--- config.mk ---
export PLATFORM = sky130hd
export DESIGN_NAME = gf4096_mult
export DESIGN_NICKNAME = d
export VERILOG_FILES = /design/src/rtl/gf12_pkg.sv /design/src/rtl/gf64_mul.sv /design/src/rtl/gf4096_core.sv /design/src/rtl/gf_operand_stage.sv /design/src/rtl/gf_seq_stepper.sv /design/src/rtl/gf4096_mult.sv
export SDC_FILE = /design/constraint.sdc
export NUM_CORES = 1
export LEC_CHECK = 0
export ABC_CLOCK_PERIOD_IN_PS = 7700
export BUFFER_PORTS_ARGS = -buffer_cell sky130_fd_sc_hd__buf_4
export CORE_MARGIN = 1
export CORE_UTILIZATION = 55
export DETAILED_ROUTE_END_ITERATION = 8
export PLACE_DENSITY = 0.76
export SLEW_MARGIN = 20
export SYNTH_ARGS = -nofsm -noshare
export SYNTH_HDL_FRONTEND = slang
export SYNTH_HIERARCHICAL = 1
export SYNTH_SLANG_ARGS = --single-unit
--- constraint.sdc ---
create_clock -name clk -period 7.7 [get_ports clk]
set_clock_uncertainty 0.2 [all_clocks]
set_input_delay 0.77 -clock clk [delete_from_list [all_inputs] [get_ports clk]]
set_output_delay 0.77 -clock clk [all_outputs]
set_load 0.01 [all_outputs]
--- src/rtl/gf12_pkg.sv ---
// Shared field constants and types for the 12-bit composite-field multiplier.
// Assumes the 12-bit field is a degree-2 extension over a 6-bit base field.
package gf12_pkg;
    localparam int HALF_W = 6;
    localparam int ELEM_W = 2 * HALF_W;

    typedef logic [HALF_W-1:0] half_t;
    typedef logic [ELEM_W-1:0] elem_t;

    // Low-order terms of the base reduction polynomial x^6 + x + 1
    localparam half_t BASE_POLY_LOW = 6'h03;
    // Constant term of the quadratic extension polynomial
    localparam half_t EXT_CONST     = 6'h21;
    // Generator used by the stepping function and the power sequence
    localparam elem_t STEP_GEN      = 12'hE01;
    localparam elem_t ELEM_ONE      = 12'h001;

    typedef enum logic {
        OP_MUL  = 1'b0,
        OP_STEP = 1'b1
    } op_mode_e;
endpackage

--- src/rtl/gf64_mul.sv ---
// Base-field multiplier: shift-and-add over W unrolled stages.
// Assumes the reduction polynomial is x^W + POLY_LOW, with POLY_LOW given by its low W bits.
module gf64_mul #(
    parameter int            W        = gf12_pkg::HALF_W,
    parameter logic [W-1:0]  POLY_LOW = gf12_pkg::BASE_POLY_LOW
) (
    input  logic [W-1:0] op_x,
    input  logic [W-1:0] op_y,
    output logic [W-1:0] prod
);
    logic [W-1:0] acc   [0:W];
    logic [W-1:0] shift [0:W-1];

    // Seed the accumulator and the shifted multiplicand
    assign acc[0]   = '0;
    assign shift[0] = op_y;

    generate
        for (genvar i = 0; i < W; i++) begin : g_stage
            // Add the shifted multiplicand when bit i of op_x is set
            assign acc[i+1] = acc[i] ^ ({W{op_x[i]}} & shift[i]);
            if (i < W - 1) begin : g_shift
                // Multiply by x and fold the overflow bit back in
                assign shift[i+1] = {shift[i][W-2:0], 1'b0} ^ ({W{shift[i][W-1]}} & POLY_LOW);
            end
        end
    endgenerate

    assign prod = acc[W];
endmodule

--- src/rtl/gf4096_core.sv ---
// Combinational 12-bit field multiplier built from four base-field multipliers.
// Assumes the extension polynomial is y^2 + y + EXT_C over the base field.
module gf4096_core #(
    parameter int                HALF_W   = gf12_pkg::HALF_W,
    parameter logic [HALF_W-1:0] POLY_LOW = gf12_pkg::BASE_POLY_LOW,
    parameter logic [HALF_W-1:0] EXT_C    = gf12_pkg::EXT_CONST,
    localparam int               ELEM_W   = 2 * HALF_W
) (
    input  logic [ELEM_W-1:0] op_a,
    input  logic [ELEM_W-1:0] op_b,
    output logic [ELEM_W-1:0] prod
);
    logic [HALF_W-1:0] a_hi, a_lo, b_hi, b_lo;
    logic [HALF_W-1:0] sum_a, sum_b;
    logic [HALF_W-1:0] p_cross, p_low, p_high, p_ext;

    // Split the operands into their base-field halves
    assign a_hi  = op_a[ELEM_W-1:HALF_W];
    assign a_lo  = op_a[HALF_W-1:0];
    assign b_hi  = op_b[ELEM_W-1:HALF_W];
    assign b_lo  = op_b[HALF_W-1:0];
    assign sum_a = a_hi ^ a_lo;
    assign sum_b = b_hi ^ b_lo;

    gf64_mul #(.W(HALF_W), .POLY_LOW(POLY_LOW)) u_cross (
        .op_x(sum_a), .op_y(sum_b), .prod(p_cross)
    );
    gf64_mul #(.W(HALF_W), .POLY_LOW(POLY_LOW)) u_low (
        .op_x(a_lo), .op_y(b_lo), .prod(p_low)
    );
    gf64_mul #(.W(HALF_W), .POLY_LOW(POLY_LOW)) u_high (
        .op_x(a_hi), .op_y(b_hi), .prod(p_high)
    );
    gf64_mul #(.W(HALF_W), .POLY_LOW(POLY_LOW)) u_ext (
        .op_x(p_high), .op_y(EXT_C), .prod(p_ext)
    );

    // Recombine the halves of the product
    assign prod = {p_cross ^ p_low, p_ext ^ p_low};
endmodule

--- src/rtl/gf_operand_stage.sv ---
// Operand path: selects plain multiply or the stepping function, registers the result.
// Assumes one result per cycle; the stepping function maps zero to one.
module gf_operand_stage #(
    parameter int                  HALF_W = gf12_pkg::HALF_W,
    localparam int                 ELEM_W = 2 * HALF_W,
    parameter logic [ELEM_W-1:0]   GEN    = gf12_pkg::STEP_GEN
) (
    input  logic              clk,
    input  logic              rst_n,
    input  logic              in_valid,
    input  logic              in_mode,
    input  logic [ELEM_W-1:0] in_a,
    input  logic [ELEM_W-1:0] in_b,
    output logic              out_valid,
    output logic [ELEM_W-1:0] out_prod
);
    import gf12_pkg::*;

    localparam logic [ELEM_W-1:0] ONE = ELEM_W'(1);

    op_mode_e          mode;
    logic [ELEM_W-1:0] b_sel;
    logic [ELEM_W-1:0] core_prod;
    logic [ELEM_W-1:0] result;

    assign mode = op_mode_e'(in_mode);

    // Pick the second operand according to the mode
    always_comb begin
        b_sel = (mode == OP_STEP) ? GEN : in_b;
    end

    gf4096_core #(.HALF_W(HALF_W)) u_core (
        .op_a(in_a), .op_b(b_sel), .prod(core_prod)
    );

    // Apply the zero-to-one rule of the stepping function
    always_comb begin
        result = core_prod;
        if (mode == OP_STEP && in_a == '0) begin
            result = ONE;
        end
    end

    // Register the product and its valid flag
    always_ff @(posedge clk) begin
        if (!rst_n) begin
            out_valid <= 1'b0;
            out_prod  <= '0;
        end else begin
            out_valid <= in_valid;
            if (in_valid) begin
                out_prod <= result;
            end
        end
    end
endmodule

--- src/rtl/gf_seq_stepper.sv ---
// Power-sequence stepper: restarts at one, multiplies by GEN on each enabled cycle,
// and flags the step that returns to one. Assumes start takes priority over a step.
module gf_seq_stepper #(
    parameter int                  HALF_W = gf12_pkg::HALF_W,
    localparam int                 ELEM_W = 2 * HALF_W,
    parameter logic [ELEM_W-1:0]   GEN    = gf12_pkg::STEP_GEN
) (
    input  logic              clk,
    input  logic              rst_n,
    input  logic              start,
    input  logic              run,
    output logic [ELEM_W-1:0] value,
    output logic              active,
    output logic              wrap
);
    localparam logic [ELEM_W-1:0] ONE = ELEM_W'(1);

    logic [ELEM_W-1:0] core_prod;
    logic [ELEM_W-1:0] next_val;

    gf4096_core #(.HALF_W(HALF_W)) u_core (
        .op_a(value), .op_b(GEN), .prod(core_prod)
    );

    // Next power, with the zero-to-one rule of the stepping function
    always_comb begin
        next_val = (value == '0) ? ONE : core_prod;
    end

    // Sequence state: restart, advance or hold
    always_ff @(posedge clk) begin
        if (!rst_n) begin
            value  <= '0;
            active <= 1'b0;
            wrap   <= 1'b0;
        end else if (start) begin
            value  <= ONE;
            active <= 1'b1;
            wrap   <= 1'b0;
        end else if (active && run) begin
            value  <= next_val;
            wrap   <= (next_val == ONE);
        end
    end
endmodule

--- src/rtl/gf4096_mult.sv ---
// Top: 12-bit composite-field multiplier with a registered operand path
// and an independent power-sequence stepper. Assumes a single clock domain.
module gf4096_mult #(
    parameter int HALF_W = gf12_pkg::HALF_W,
    parameter logic [2*HALF_W-1:0] GEN = gf12_pkg::STEP_GEN
) (
    input  logic                  clk,
    input  logic                  rst_n,
    input  logic                  in_valid,
    input  logic                  in_mode,
    input  logic [2*HALF_W-1:0]   in_a,
    input  logic [2*HALF_W-1:0]   in_b,
    output logic                  out_valid,
    output logic [2*HALF_W-1:0]   out_prod,
    input  logic                  seq_start,
    input  logic                  seq_run,
    output logic [2*HALF_W-1:0]   seq_value,
    output logic                  seq_active,
    output logic                  seq_wrap
);
    gf_operand_stage #(.HALF_W(HALF_W), .GEN(GEN)) u_operand (
        .clk(clk), .rst_n(rst_n),
        .in_valid(in_valid), .in_mode(in_mode), .in_a(in_a), .in_b(in_b),
        .out_valid(out_valid), .out_prod(out_prod)
    );

    gf_seq_stepper #(.HALF_W(HALF_W), .GEN(GEN)) u_stepper (
        .clk(clk), .rst_n(rst_n),
        .start(seq_start), .run(seq_run),
        .value(seq_value), .active(seq_active), .wrap(seq_wrap)
    );
endmodule

==> After elaboration in Yosys (flattened, before gate mapping) <==
Index checks and enable logic that the tools add are counted.
{ "word_totals": {"regBits": 27, "in_bits": 30, "output_inout_bits": 27, "elab_cells": 99} }
{ "classes": {"eq_ne": 1, "mux": 5, "bitwise": 81, "n_reduce_logical": 6} }
{ "op_table": {"columns": ["op", "count"], "rows": [
  ["$xor A6 B6 Y6", 28],
  ["$and A6 B6 Y6", 18],
  ["$xor A6 B2 Y6", 18],
  ["$mux W12", 3],
  ["$logic_not A12 Y1", 2],
  ["$xor A6 B4 Y6", 4],
  ["$xor A6 B5 Y6", 4],
  ["$xor A6 B1 Y6", 3],
  ["$xor A6 B3 Y6", 3],
  ["$eq A12 B1 Y1 const B", 1],
  ["$xor A2 B3 Y3", 1],
  ["$logic_and A1 B1 Y1", 2],
  ["$mux W1", 2],
  ["$reduce_bool A2 Y1", 1],
  ["$reduce_or A2 Y1", 1],
  ["$xor A1 B2 Y2", 1],
  ["$not A1 Y1", 1]
]} }

==> Logic depth before layout (Yosys ltp) <==
{ "logic_depth": {"ltp_word": 15, "ltp_mapped": 16, "depth_no_buf": 14} }

==> Cells and area by module <==
The synthesis kept the hierarchy.
{ "modules_own_cells": {"columns": ["module", "n_inst", "cells_each", "area_each_um2", "seq_area_each_um2"], "rows": [
  ["gf64_mul", 8, 98, 628.1, 0.0],
  ["gf_operand_stage", 1, 50, 538.0, 260.2],
  ["gf_seq_stepper", 1, 47, 528.0, 280.3],
  ["gf4096_core", 2, 26, 217.7, 0.0]
]} }

==> Worst setup path before layout <==
OpenSTA, ideal clock, no wires.
{ "synth_timing": {"path_type": "input to register", "start": "in in_mode", "end": "reg u_operand.out_prod[2]", "setup_time_ns": 0.117, "arrival_time_ns": 3.218, "required_ns": 7.383, "slack_ns": 4.164, "stages": 14, "path_buffers": 3, "path_cell_list": "clkbuf_1 or2_2 buf_6 mux2_2 a22oi_2 xnor2_1 xnor2_1 buf_2 nor2_1 a21oi_1 o211ai_1 xnor2_1 xor2_1 a32o_1"} }
{ "synth_between": {"elab_chain_len": 13, "word_cells_on_any_way": 39, "classes_between": "2 x mux; 36 x bitwise; 1 x reduce/logical"} }
{ "synth_lines": {"columns": ["item", "line_no", "rtl"], "rows": [
  ["start: declaration", "gf4096_mult.sv:10", "input logic in_mode,"],
  ["$mux W12 (*)", "gf_operand_stage.sv:30", "b_sel = (mode == OP_STEP) ? GEN : in_b;"],
  ["named net u_operand.b_sel[9]", "gf_operand_stage.sv:22", "logic [ELEM_W-1:0] b_sel;"],
  ["$xor A6 B2 Y6 (5 in a row)", "gf64_mul.sv:24", "assign shift[i+1] = {shift[i][W-2:0], 1'b0} ^ ({W{shift[i][W-1]}} & POLY_LOW);"],
  ["$and A6 B6 Y6", "gf64_mul.sv:21", "assign acc[i+1] = acc[i] ^ ({W{op_x[i]}} & shift[i]);"],
  ["$xor A6 B6 Y6 (*)", "gf64_mul.sv:21", null],
  ["named net u_operand.u_core.p_high[3]", "gf4096_core.sv:15", "logic [HALF_W-1:0] p_cross, p_low, p_high, p_ext;"],
  ["$xor A6 B3 Y6 (*)", "gf64_mul.sv:21", null],
  ["$xor A6 B4 Y6 (*)", "gf64_mul.sv:21", null],
  ["$xor A6 B5 Y6 (*)", "gf64_mul.sv:21", null],
  ["named net u_operand.u_core.p_ext[2]", "gf4096_core.sv:15", null],
  ["$xor A6 B6 Y6 (*)", "gf4096_core.sv:39", "assign prod = {p_cross ^ p_low, p_ext ^ p_low};"],
  ["named net u_operand.core_prod[2]", "gf_operand_stage.sv:23", "logic [ELEM_W-1:0] core_prod;"],
  ["$mux W12 (*)", "gf_operand_stage.sv:40", "if (mode == OP_STEP && in_a == '0) begin"],
  ["end signal: assignment", "gf_operand_stage.sv:53", "out_prod <= result;"],
  ["end: declaration", "gf_operand_stage.sv:15", "output logic [ELEM_W-1:0] out_prod"]
]} }
Mark *: on every way through the listed nets, which the timed path passes. The rest lies on a longest branch.
A chain may end at the register's enable or synchronous reset.

==> Final worst setup path <==
{ "layout_timing": {"start": "in in_mode", "end": "reg u_operand.out_prod[0]"} }
{ "layout_between": {"elab_chain_len": 15, "word_cells_on_any_way": 41, "classes_between": "2 x mux; 38 x bitwise; 1 x reduce/logical"} }
{ "layout_lines": {"columns": ["item", "line_no"], "rows": [
  ["$mux W12", "gf_operand_stage.sv:30"],
  ["named net u_operand.b_sel[6]", "gf_operand_stage.sv:22"],
  ["$xor A6 B2 Y6", "gf64_mul.sv:24"],
  ["$and A6 B6 Y6", "gf64_mul.sv:21"],
  ["$xor A6 B6 Y6 (5 in a row)", "gf64_mul.sv:21"],
  ["named net u_operand.u_core.p_high[1]", "gf4096_core.sv:15"],
  ["$xor A6 B1 Y6", "gf64_mul.sv:21"],
  ["$xor A6 B2 Y6", "gf64_mul.sv:21"],
  ["$xor A6 B3 Y6", "gf64_mul.sv:21"],
  ["$xor A6 B4 Y6", "gf64_mul.sv:21"],
  ["$xor A6 B5 Y6", "gf64_mul.sv:21"],
  ["named net u_operand.u_core.p_ext[0]", "gf4096_core.sv:15"],
  ["$xor A6 B6 Y6", "gf4096_core.sv:39"],
  ["named net u_operand.core_prod[0]", "gf_operand_stage.sv:23"],
  ["$mux W12", "gf_operand_stage.sv:40"]
]} }
The timed path passes the listed nets, and every way through them passes these cells.

==> out/metrics.cfg <==
[run_status]
status = complete, no violations

[sta]
relSlewSlack = 0.292
worst_pin_slew_ns = 1.05
fmax_ghz = 0.267
setup_viol = 0
hold_ws_ns = 0.270
grt_setup_unrepaired = no
fin_tns_setup_ns = 0
setup_ws_ns = 3.96
period_needed_ns = 3.74
hold_viol_final = 0
slew_violations = 0
period_share = 0.486

[detailed_routing]
route.met2.wl_um = 6480
wl_met1_um = 7580
top_layer = met4
antenna_left = 0
drc = 0
dr.pass1.iters = 5
vias_per_cell = 5.14
drt_iter0_markers = 491
dr_wl_met3_um = 678
vias = 5901
post_drt_wl_per_cell_um = 13.0
wl_um = 14900

[logic_synthesis]
ys_seq_area_frac = 0.0828
synth-seq-cells = 27
synth-simple-area-share = 0.241
synth_area_per_cell_um2 = 6.99
synth_top_family_by_area = XOR/XNOR gates
synth_mux_area_frac = 0.0383
synth_xor_area_frac = 0.385
synth_fa_ha_area_frac = 0
synth_warnings = 6
synth_compound_area_frac = 0.168
ys_types = 45
syn_inst = 933
syn-cell-area_um2 = 6530

[global_route]
antenna_found_initial = 0
grt_util_all_layers = 0.243
grt_max_degree = 18
grt_pass1_vias = 5166
grt_first_pass_wirelength_um = 25200
overflow = 0

[power]
power.leakage_nw = 2.84
p_per_area_nw_per_um2 = 139
ir_drop_mv = 0.123

[finish]
areaGrowthSynthToFinish_pct = 8.57
drive_gt1_frac = 0.118
layout.nets = 1035
diodes = 0

[floorplan]
die_height_um = 111
core_area_um2 = 11500
die_x_um = 111
ioPinCount = 57
die_area_um2 = 12300
rows = 39
start_util = 0.569

[clock_tree]
cts_max_path_buffers = 2
clockRootBuffer = clkbuf_16
cts_tree = done
path_clk_slew_ns = 0.07
cts_setup_buffers = 0
clk_latency_ns = 0.27
ctsResizeCount = 0
clock_sinks = 27
htree_levels = 1
cts_made_buffers = 3
postCtsHoldBufs = 0

[place]
io_buffers = 56
hpwl_um = 11200
gp_congestion = 0.858
pre_cts_ws_ns = 3.70

[critical_path]
start_kind = input pin
crit_type = in -> reg
arrival_ns = 3.73
end_kind = flop
cp_data_required_time_ns = 7.69
cp_max_fo = 13

[flow_run]
drv_cap = 0

[hold_path]
hp-class = reg -> reg

## cells in the mapped netlist (all sizes together)
| cell | count | area share |
|---|---|---|
| a211oi | 8 | 0.015 |
| a21oi | 32 | 0.025 |
| a22o | 11 | 0.015 |
| a22oi | 16 | 0.025 |
| a31oi | 3 | 0.0029 |
| a32o | 11 | 0.017 |
| and2 | 2 | 0.0019 |
| and2b | 16 | 0.021 |
| buf | 75 | 0.070 |
| clkbuf | 3 | 0.0017 |
| conb | 6 | 0.0035 |
| dfxtp | 27 | 0.083 |
| inv | 17 | 0.0098 |
| mux2 | 8 | 0.014 |
| mux2i | 16 | 0.025 |
| nand2 | 208 | 0.12 |
| nand2b | 16 | 0.015 |
| nand3 | 25 | 0.019 |
| nand4 | 1 | 0.00096 |
| nand4b | 2 | 0.0027 |
| nand4bb | 1 | 0.0017 |
| nor2 | 58 | 0.033 |
| nor2b | 9 | 0.0086 |
| nor3b | 2 | 0.0023 |
| nor4 | 7 | 0.0086 |
| nor4b | 1 | 0.0013 |
| o211a | 8 | 0.012 |
| o211ai | 9 | 0.010 |
| o21a | 1 | 0.0012 |
| o21ai | 33 | 0.025 |
| o221ai | 8 | 0.011 |
| o22ai | 8 | 0.0077 |
| o31ai | 1 | 0.0012 |
| or2 | 4 | 0.0038 |
| xnor2 | 176 | 0.24 |
| xor2 | 104 | 0.15 |
## area by class of cell
type	count	area (um^2)
fillers	1080	4380
repair buffers	59	443
multi-input cells	897	5780
inverters	17	63.8
flip-flops and latches	27	541
well taps	143	179
clock buffers	4	78.8
## kinds of logic (layout without fill, tap and decap cells)
kind of cell	after synthesis	after routing
simple gates	352	352
xor+xnor	280	280
compound gates	149	149
buf+inv	95	80
flops	27	27
mux	24	24
other cells	6	92
## placed cells by master (no fill, tap or decap), types with 2 or more instances in the layout
| master | n |
|---|---|
| and2b_1 | 8 |
| a22o_1 | 10 |
| o221ai_1 | 8 |
| nor4_1 | 5 |
| nand3_1 | 25 |
| xor2_2 | 8 |
| a22oi_1 | 8 |
| a32o_1 | 11 |
| mux2i_1 | 16 |
| inv_2 | 8 |
| o22ai_1 | 8 |
| nand2b_1 | 16 |
| inv_1 | 9 |
| or2_2 | 4 |
| mux2_2 | 8 |
| nand2_1 | 208 |
| conb_1 | 92 |
| buf_4 | 59 |
| a31oi_1 | 3 |
| clkbuf_16 | 3 |
| nor4_2 | 2 |
| nand4b_1 | 2 |
| dfxtp_1 | 27 |
| nor2_1 | 58 |
| a211oi_2 | 8 |
| a21oi_1 | 32 |
| a22oi_2 | 8 |
| o21ai_0 | 9 |
| and2_1 | 2 |
| xnor2_1 | 176 |
| o211ai_1 | 9 |
| o211a_1 | 8 |
| nor2b_1 | 9 |
| xor2_1 | 96 |
| and2b_4 | 8 |
| o21ai_1 | 24 |
## layer usage
layer  GRT usage  up-vias
met3     0.00765       11
met1       0.367     2654
met5           0        -
met4      0.0578        0
li1            -     3092
met2       0.378      144
## worst paths after layout
| path | from | endpoint | slack, ns | cells past startpoint |
|---|---|---|---|---|
| max | in_mode | u_operand/out_prod[0] | 3.96 | 14 |
| min | u_operand/out_prod[10] | u_operand/out_prod[10] | 0.27 | 1 |
| max reg2reg | u_stepper/value[11] | u_stepper/wrap | 4.14 | 11 |
| min reg2reg | u_operand/out_prod[10] | u_operand/out_prod[10] | 0.27 | 1 |
## worst max-delay path, cell delays in order
cell     delay [ns]
buf_4          0.15
nor2b_1        0.54
xor2_2         0.26
nand2_1        0.10
xor2_1         0.17
xnor2_1        0.14
xnor2_1        0.50
nand2_1        0.14
xor2_1         0.23
xnor2_1        0.16
xnor2_1        0.22
xor2_1         0.17
inv_1          0.05
a31oi_1        0.14
## stage by stage
stage | total power [W] | std cells | area [um^2] | util
3_5_place_dp | 0.000844 | 1143 | 7000 | 0.611
4_1_cts | 0.000965 | 1147 | 7080 | 0.617
5_1_grt | 0.00106 | 1147 | 7090 | 0.618
2_1_floorplan | 0.000731 | 1019 | 6850 | -
6_report | 0.000983 | 1147 | 7090 | 0.618
3_3_place_gp | 0.000833 | 1143 | 7000 | 0.611
## power by group
group / switching, W / internal, W / total (W)
logic: 0.000365 / 0.000309 / 0.000675
clock network: 0.0000497 / 0.0000710 / 0.000121
registers: 0.0000210 / 0.000167 / 0.000188
## state kept, by name (all words and copies together) (netlist names)
signal	count
u_operand/out_prod	12
u_operand/out_valid	1
u_stepper/wrap	1
u_stepper/active	1
u_stepper/value	12
Power figures use the tool's default switching activity.
